$ cat config.mk
export PLATFORM = sky130hd
export DESIGN_NAME = ld_decode
export DESIGN_NICKNAME = d
export VERILOG_FILES = /design/src/rtl/ld_decode.sv
export SDC_FILE = /design/constraint.sdc
export NUM_CORES = 1
export LEC_CHECK = 0
export BUFFER_PORTS_ARGS = -buffer_cell sky130_fd_sc_hd__buf_2
export CAP_MARGIN = 10
export CELL_PAD_IN_SITES_DETAIL_PLACEMENT = 2
export CELL_PAD_IN_SITES_GLOBAL_PLACEMENT = 2
export CORE_MARGIN = 5
export CORE_UTILIZATION = 26
export CTS_CLUSTER_SIZE = 24
export DETAILED_ROUTE_END_ITERATION = 10
export PLACE_DENSITY_LB_ADDON = 0.1
export SETUP_SLACK_MARGIN = 0.15
export SYNTH_ARGS = -nofsm -noshare
export SYNTH_HDL_FRONTEND = slang
export SYNTH_SLANG_ARGS = --single-unit
$ cat constraint.sdc
create_clock -name clk -period 6 [get_ports clk]
set_input_delay 1.2 -clock clk [delete_from_list [all_inputs] [get_ports clk]]
set_output_delay 1.2 -clock clk [all_outputs]
set_load 0.01 [all_outputs]
$ cat src/rtl/ld_decode.sv
module ld_decode #(
  parameter int XLEN = 64
) (
  input  logic            clk,
  input  logic            rst,
  input  logic            in_valid,
  input  logic [31:0]     insn,
  input  logic            mode64,
  output logic            o_valid,
  output logic            o_illegal,
  output logic [4:0]      o_rt,
  output logic [4:0]      o_ra,
  output logic [4:0]      o_rb,
  output logic [XLEN-1:0] o_disp,
  output logic            o_use_idx,
  output logic [1:0]      o_size,
  output logic            o_signed,
  output logic            o_upd,
  output logic            o_need64
);

  localparam int EXT = XLEN - 16;

  logic [5:0] op;
  logic [9:0] xo;
  logic [4:0] rt, ra, rb;

  assign op = insn[31:26];
  assign xo = insn[10:1];
  assign rt = insn[25:21];
  assign ra = insn[20:16];
  assign rb = insn[15:11];

  logic       known, upd, sgn, idx, scaled, bad_sub;
  logic [1:0] sz;

  always_comb begin
    known   = 1'b1;
    upd     = 1'b0;
    sgn     = 1'b0;
    idx     = 1'b0;
    scaled  = 1'b0;
    bad_sub = 1'b0;
    sz      = 2'd0;
    case (op)
      6'd34: sz = 2'd0;
      6'd35: begin sz = 2'd0; upd = 1'b1; end
      6'd40: sz = 2'd1;
      6'd41: begin sz = 2'd1; upd = 1'b1; end
      6'd42: begin sz = 2'd1; sgn = 1'b1; end
      6'd43: begin sz = 2'd1; sgn = 1'b1; upd = 1'b1; end
      6'd32: sz = 2'd2;
      6'd33: begin sz = 2'd2; upd = 1'b1; end
      6'd58: begin
        scaled = 1'b1;
        case (insn[1:0])
          2'b00: sz = 2'd3;
          2'b01: begin sz = 2'd3; upd = 1'b1; end
          2'b10: begin sz = 2'd2; sgn = 1'b1; end
          default: begin sz = 2'd2; sgn = 1'b1; upd = 1'b1; bad_sub = 1'b1; end
        endcase
      end
      6'd31: begin
        idx = 1'b1;
        case (xo)
          10'd87:  sz = 2'd0;
          10'd119: begin sz = 2'd0; upd = 1'b1; end
          10'd279: sz = 2'd1;
          10'd311: begin sz = 2'd1; upd = 1'b1; end
          10'd343: begin sz = 2'd1; sgn = 1'b1; end
          10'd375: begin sz = 2'd1; sgn = 1'b1; upd = 1'b1; end
          10'd23:  sz = 2'd2;
          10'd55:  begin sz = 2'd2; upd = 1'b1; end
          10'd341: begin sz = 2'd2; sgn = 1'b1; end
          10'd373: begin sz = 2'd2; sgn = 1'b1; upd = 1'b1; end
          10'd21:  sz = 2'd3;
          10'd53:  begin sz = 2'd3; upd = 1'b1; end
          default: known = 1'b0;
        endcase
      end
      default: known = 1'b0;
    endcase
  end

  logic            need64, bad, hit;
  logic [15:0]     d16;
  logic [XLEN-1:0] disp;

  assign need64 = (sz == 2'd3) || (sz == 2'd2 && sgn);
  assign bad    = known && (bad_sub || (need64 && !mode64) ||
                            (upd && (ra == 5'd0 || ra == rt)));
  assign hit    = known && !bad;
  assign d16    = {insn[15:2], scaled ? 2'b00 : insn[1:0]};
  assign disp   = idx ? '0 : {{EXT{d16[15]}}, d16};

  always_ff @(posedge clk) begin
    if (rst) begin
      o_valid   <= 1'b0;
      o_illegal <= 1'b0;
      o_rt      <= '0;
      o_ra      <= '0;
      o_rb      <= '0;
      o_disp    <= '0;
      o_use_idx <= 1'b0;
      o_size    <= '0;
      o_signed  <= 1'b0;
      o_upd     <= 1'b0;
      o_need64  <= 1'b0;
    end else if (in_valid) begin
      o_valid   <= hit;
      o_illegal <= bad;
      o_rt      <= hit ? rt : '0;
      o_ra      <= hit ? ra : '0;
      o_rb      <= (hit && idx) ? rb : '0;
      o_disp    <= hit ? disp : '0;
      o_use_idx <= hit && idx;
      o_size    <= hit ? sz : '0;
      o_signed  <= hit && sgn;
      o_upd     <= hit && upd;
      o_need64  <= hit && need64;
    end
  end

  AST_FLAGS_EXCL: assert property (@(posedge clk) disable iff (rst)
    !(o_valid && o_illegal));
  AST_IDLE_ZERO: assert property (@(posedge clk) disable iff (rst)
    !o_valid |-> (o_rt == 0 && o_ra == 0 && o_disp == 0 && !o_upd && !o_need64));
  AST_UPD_BASE: assert property (@(posedge clk) disable iff (rst)
    (o_valid && o_upd) |-> (o_ra != 5'd0 && o_ra != o_rt));
  AST_WIDE_MODE: assert property (@(posedge clk) disable iff (rst)
    (o_valid && o_need64 && $changed(o_need64)) |-> $past(mode64));
  AST_DS_ALIGN: assert property (@(posedge clk) disable iff (rst)
    (o_valid && !o_use_idx && o_size == 2'd3) |-> (o_disp[1:0] == 2'b00));
  AST_IDX_NODISP: assert property (@(posedge clk) disable iff (rst)
    o_use_idx |-> (o_disp == 0));
  AST_HOLD: assert property (@(posedge clk) disable iff (rst)
    !in_valid |=> ($stable(o_valid) && $stable(o_illegal) && $stable(o_disp)));

endmodule

==> results of run 1 <==
[sequential cells by signal, indices dropped and copies added (netlist names)]
name       flops
o_disp        16
o_rt           5
o_signed       1
o_illegal      1
o_valid        1
o_size         2
o_upd          1
o_rb           5
o_need64       1
o_use_idx      1
o_ra           5
[worst max-delay path, delay by kind of cell]
| family | cells | cell delay (ns) |
|---|---|---|
| buffers and inverters | 2 | 0.52 |
| AOI/OAI and AO/OA | 3 | 0.82 |
| and+or+nand+nor | 2 | 0.84 |
[per-stage QoR]
step	instance area, um2	power [uW]	utilization (%)	worst slack [ns]	hold WS [ns]
CTS	2690	534	31.0	2.70	0.463
floorplan	2310	315	-	3.05	0.477
global route	2720	552	31.3	2.49	0.482
global placement	2600	343	30.0	2.44	0.433
finish	2720	522	31.3	2.73	0.454
detailed placement	2600	344	30.0	2.37	0.448
[path summary, 6_finish.rpt]
check              from          to  slack, ns  cells after the start
max            insn[31]    o_signed       2.73                      7
min             o_rb[2]     o_rb[2]       0.45                      2
max reg2reg  o_disp[10]  o_disp[10]       5.03                      2
min reg2reg     o_rb[2]     o_rb[2]       0.45                      2
[power by group through the flow]
stage	clock network, uW	logic, uW	registers (uW)
after CTS	195	73.5	265
after global placement	0	72.6	271
after floorplan	0	42.6	273
after global routing	206	81.1	265
final	186	72.8	264
after detailed placement	0	73.3	271
[layout by cell type, fill, tap and decap left out, drive strengths merged, types with 4 or more instances in the layout]
| cell | count |
|---|---|
| o41ai | 9 |
| o31ai | 5 |
| dfxtp | 39 |
| o21ai | 17 |
| nand4 | 6 |
| nand2 | 33 |
| xnor2 | 4 |
| buf | 124 |
| o32ai | 19 |
| or3b | 9 |
| clkbuf | 6 |
| nand2b | 7 |
| nand4b | 13 |
| inv | 17 |
| nor2 | 7 |
[final cells by class]
class,count,share of cell area [%]
tap,108,4.97
clock inverter,1,0.184
timing repair buffer,124,23.8
clock buffer,6,3.04
inverter,17,2.35
multi-input combinational,152,36.9
sequential,39,28.7
[logic make-up after synthesis]
| kind of cell | count (synthesis) | synth area share (%) |
|---|---|---|
| AOI/OAI and AO/OA | 58 | 18.9 |
| buffers and inverters | 86 | 22.8 |
| xor gates and xnor gates | 6 | 2.28 |
| and+or+nand+nor | 88 | 22.3 |
| DFF | 39 | 33.8 |
[layer usage]
layer | GRT usage [%] | wire length, um | vias to the layer above
li1 | - | - | 1070
met1 | 17.4 | 3470 | 1010
met2 | 22.0 | 3420 | 64
met3 | 4.22 | 469 | 5
met4 | 3.05 | 72 | 0
met5 | 0 | 0 | -
==> summary.txt, run 1 <==
Worst setup path
  – Critical Path Source Type: input port
  – CP arrival: 3.40 ns
  – Crit path capture type: register
  – Critical path class: input port to register
  – Worst Path Required: 6.13 ns
  – CP max stage delay: 0.65 ns
  – Slowest CP cell: or4_1
  – CP cell instances: buf_2 > nand4b_1 > or4_1 > a221o_1 > o21ai_2 > buf_4 > o32ai_1
  – CP max FO: 33

CTS
  – CTS max path bufs: 2
  – Hold-fix buffers, CTS: 0
  – Worst skew pair latency: 0.29 ns
  – Clk slew on worst S/H paths: 0.07 ns
  – CTS tree: built
  – CTS Buf Count: 5
  – CTS root buffer: clkbuf_8
  – CTS sink cnt: 39
  – Setup Buffers After CTS: 0
  – H-tree levels: 2
  – # resized after CTS: 0

Synth
  – Most frequent cell after synthesis: buf_4
  – Mapped Cells: 277
  – Sequential area share after synthesis: 33.8%
  – Yosys cell types: 35
  – Syn nets: 313
  – Number of synthesized flops with an enable pin: 0
  – Ys Warns: 0
  – Most area-consuming cells after synthesis: dfxtp_1, buf_4, o32ai_1
  – Post-synth top area cell: dfxtp_1
  – Post-synth top area share: 33.8%
  – Mapped Area: 2310 um2
  – Ys async rst share: 0%
  – Synth top cells by count: buf_4, dfxtp_1, nand2_1
  – Synth Flop Type: dfxtp_1
  – Syn avg cell area: 8.34 um2
  – Number of synthesized register bits: 39

Final layout
  – FF+latch area: 781 um2
  – Synth-to-Final Area Change: 17.6%
  – Layout filler cell count: 1,055
  – Number of diodes: 0
  – Multi-input gate area: 1000 um2
  – Layout cell share with drive strength beyond 1: 41.9%
  – Non-filler instance count after layout: 447
  – Final #Nets: 375

Die
  – Core area: 8680 um2
  – IO Pins: 123
  – Chip width: 104 um
  – Starting Density: 26.6%
  – Rows: 34
  – DIE AREA: 10,900 um2
  – Chip height: 104 um

Pwr
  – Net switching power: 143 uW
  – Internal: 379 uW
  – Clock power frac: 35.5%
  – Reg power frac: 50.5%
  – Switching part of the total: 27.4%
  – Power per standard cell area: 192 nW/um2
  – VDD IR-drop max: 0.0762 mV
  – Leakage power total: 0.00123 uW
  – Logic pwr share: 13.9%

Detailed routing
  – Iter 0 DRT Violations: 57
  – Wire per inst: 16.6 um
  – Post-Route WL: 7.42 mm
  – Vias/cell: 4.81
  – DRT antenna net count: 0
  – Drt drc: 0
  – Detailed-route via count: 2,149
  – Initial DRT Pass Iterations: 4

Place
  – PortBufs: 122
  – Inst Count DP: 439
  – Hpwl dp: 5.44 mm
  – Placer congestion estimate: 0.687

Run
  – Max cap viols: 0

Timing
  – RSZ-0062 raised after global routing: false
  – Setup total negative slack: 0 ns
  – Tightest Pin Transition: 0.938 ns
  – Tcrit/Tclk final: 54.4%
  – Slew HR: 37.4%
  – Clock skew: 0 ns
  – Hold violation count in the final report: 0
  – Slew Limit Fails: 0
  – Max Freq: 0.306 GHz
  – Minimum clock period: 3.27 ns
  – Final Setup Violations: 0

Global route
  – Gr ovfl total: 0
  – Initial antenna violation count: 0
  – Global-route wire length before repair: 12.2 mm
  – Largest net degree at the start of global routing: 54
  – Total GRT Usage: 13.5%
  – Number of global-route vias before repair: 2,253

Outcome
  – Status: finished, final reports clean

Min path
  – Hold WC Path Type: register to register
Note: power is estimated with default switching activity, not from simulation.
==> run 2: changes to the inputs <==
--- a/config.mk
+++ b/config.mk
@@ -10,7 +10,7 @@
 export CELL_PAD_IN_SITES_DETAIL_PLACEMENT = 2
 export CELL_PAD_IN_SITES_GLOBAL_PLACEMENT = 2
 export CORE_MARGIN = 5
-export CORE_UTILIZATION = 26
+export CORE_UTILIZATION = 22
 export CTS_CLUSTER_SIZE = 24
 export DETAILED_ROUTE_END_ITERATION = 10
 export PLACE_DENSITY_LB_ADDON = 0.1
==> constraint.sdc (replaced) <==
create_clock -name clk -period 2.75 [get_ports clk]
set_input_delay 0.55 -clock clk [delete_from_list [all_inputs] [get_ports clk]]
set_output_delay 0.55 -clock clk [all_outputs]
set_load 0.01 [all_outputs]
==> run 2 against run 1 <==
Non-clock buffer count grew 10. Core utilization shrank 3.9 points. Clock skew is the same. Die area grew 16%. Critical path type unchanged.
==> summary.txt, run 2 (synthesis gave the netlist of run 1 again) <==
Outcome
  – Status: finished, final reports clean

Pwr
  – Net switching power: 328 uW (+130%)
  – Reg power frac: 50.5% (about the same)
  – Internal: 813 uW (+110%)
  – Logic pwr share: 14.8% (+0.9 points)
  – Power per standard cell area: 405 nW/um2 (+110%)
  – VDD IR-drop max: 0.161 mV (+110%)
  – Switching part of the total: 28.7% (+1.3 points)
  – Leakage power total: 0.00127 uW (+3.1%)
  – Clock power frac: 34.7% (-0.8 points)

Worst setup path
  – Crit path capture type: register
  – CP max FO: 33 (unchanged)
  – Delay-heaviest family, CP: simple AND/OR/NAND/NOR gates
  – FF-to-FF path depth: 2 (unchanged)
  – Slowest CP cell: or4_1
  – Critical Path Source Type: input port
  – Crit path launch: insn[31]
  – CP max stage delay: 0.62 ns (-0.03 ns)
  – WP depth: 7 (unchanged)
  – CP arrival: 2.39 ns (-1.01 ns)
  – CP cell instances: buf_2 > nand4b_1 > or4_1 > a221o_1 > o21ai_2 > buf_12 > o32ai_1
  – Critical R2R Launch: o_disp[3]
  – Crit path buf inv count: 2 (unchanged)
  – Worst Path Required: 2.91 ns (-3.22 ns)
  – Critical path class: input port to register

Timing
  – Hold violation count in the final report: 0 (unchanged)
  – Slew HR: 56.6% (+19 points)
  – Tightest Pin Transition: 0.649 ns (-0.288 ns)
  – Clock skew: 0 ns (unchanged)
  – WHS: 0.457 ns (+0.00303 ns)
  – Minimum clock period: 2.22 ns
  – Slew Limit Fails: 0 (unchanged)
  – Tcrit/Tclk final: 80.8%
  – Setup total negative slack: 0 ns (unchanged)
  – RSZ-0062 raised after global routing: false
  – Max Freq: 0.450 GHz
  – Final Setup Violations: 0 (unchanged)

CTS
  – CTS tree: built
  – Worst skew pair latency: 0.29 ns (about the same)
  – H-tree levels: 2 (unchanged)
  – Setup Buffers After CTS: 0 (unchanged)
  – # resized after CTS: 0 (unchanged)
  – CTS max path bufs: 2 (unchanged)
  – Clk slew on worst S/H paths: 0.09 ns (+0.02 ns)
  – CTS Buf Count: 5 (unchanged)
  – Hold-fix buffers, CTS: 0 (unchanged)
  – CTS sink cnt: 39 (unchanged)
  – CTS root buffer: clkbuf_8

Detailed routing
  – Iter 0 DRT Violations: 41 (-28%)
  – Vias/cell: 4.59 (-4.5%)
  – Initial DRT Pass Iterations: 4 (unchanged)
  – Drt drc: 0 (unchanged)
  – Post-Route WL: 7.80 mm (+5.1%)
  – DRT antenna net count: 0 (unchanged)
  – Detailed-route via count: 2,231 (+3.8%)
  – Wire per inst: 16.1 um (-3.3%)

Global route
  – Initial antenna violation count: 0 (unchanged)
  – Gr ovfl total: 0 (unchanged)
  – Number of global-route vias before repair: 2,274 (+0.93%)
  – Largest net degree at the start of global routing: 50 (-7.4%)
  – Global-route wire length before repair: 12.3 mm (+0.79%)
  – Total GRT Usage: 12.0% (-1.5 points)

Die
  – Rows: 37 (+8.8%)
  – Chip width: 112 um (+7.9%)
  – IO Pins: 123 (unchanged)
  – Chip height: 112 um (+7.9%)
  – DIE AREA: 12,600 um2 (+16%)
  – Core area: 10,300 um2 (+18%)
  – Starting Density: 22.5% (-4.1 points)

Min path
  – Hold path depth: 2 (unchanged)
  – HP Start: o_rb[1]
  – Hold WC Path Type: register to register

Place
  – Area post-placement: 2730 um2 (+5.0%)
  – Placer congestion estimate: 0.709 (+3.2%)
  – Hpwl dp: 5.94 mm (+9.2%)
  – PortBufs: 122 (unchanged)

Final layout
  – Synth-to-Final Area Change: 22.1%
  – Number of diodes: 0 (unchanged)
  – Max reg flops: 16 (unchanged)
  – Final #Nets: 385 (+2.7%)
  – Commonest non-fill, non-tap cell in the layout: buf_2
  – Layout filler cell count: 1,257 (+19%)
  – Top reg by flops: o_disp
  – Layout cell share with drive strength beyond 1: 43.7% (+1.8 points)
  – Finished layout cell area: 2820 um2 (+3.8%)
  – Leading cell types in the layout, fill and taps excluded: buf_2, dfxtp_1, nand2_1, o32ai_1, inv_1

Run
  – Max cap viols: 0 (unchanged)
## run 2: cell types whose count changed in the layout (fill, tap and decap cells not counted), sizes merged
cell	delta
clkbuf	-1
clkinvlp	+2
buf	+10
## run 2: tightest hold or removal path, cell delays in order, from the launching register on
cell and delay (ns):
dfxtp_1 0.33, nand2_1 0.05, o21ai_0 0.05
## run 2: layer usage
layer	share of wire, %	vias up	wire length (um)	track usage [%]
li1	-	1081	-	-
met4	0.62	0	48	3.37
met5	0	-	0	0
met3	7.1	5	551	3.72
met2	47	77	3700	19.6
met1	45	1068	3510	15.2
## run 2: stage by stage
stage	setup slack, ns	utilization [%]	cells	power, uW
3_5_place_dp	0.179	26.6	478	763
2_1_floorplan	0.450	-	277	688
4_1_cts	0.490	27.4	486	1170
5_1_grt	0.318	27.4	486	1210
3_3_place_gp	0.236	26.6	478	762
6_report	0.527	27.4	486	1140
## run 2: worst paths after layout
check                            endpoint  slack [ns]
worst max-delay path              o_valid        0.53
worst min-delay path              o_rb[1]        0.46
worst max register to register  o_disp[3]        1.81
worst min register to register    o_rb[1]        0.46
## run 2: layout make-up
cell class	instances	area, um2	area share, %
clock inverter	3	20.0	0.710
clock buffer	5	68.8	2.44
inverter	17	63.8	2.26
tap	136	170	6.03
timing repair buffer	134	713	25.3
sequential	39	781	27.7
multi-input combinational	152	1000	35.6
## run 2: power groups by stage
| stage | combinational [uW] | sequential, uW | clock, uW |
|---|---|---|---|
| after floorplan | 93.0 | 595 | 0 |
| after global placement | 173 | 589 | 0 |
| after detailed placement | 173 | 589 | 0 |
| after CTS | 174 | 576 | 421 |
| after global routing | 188 | 577 | 444 |
| final | 169 | 576 | 396 |
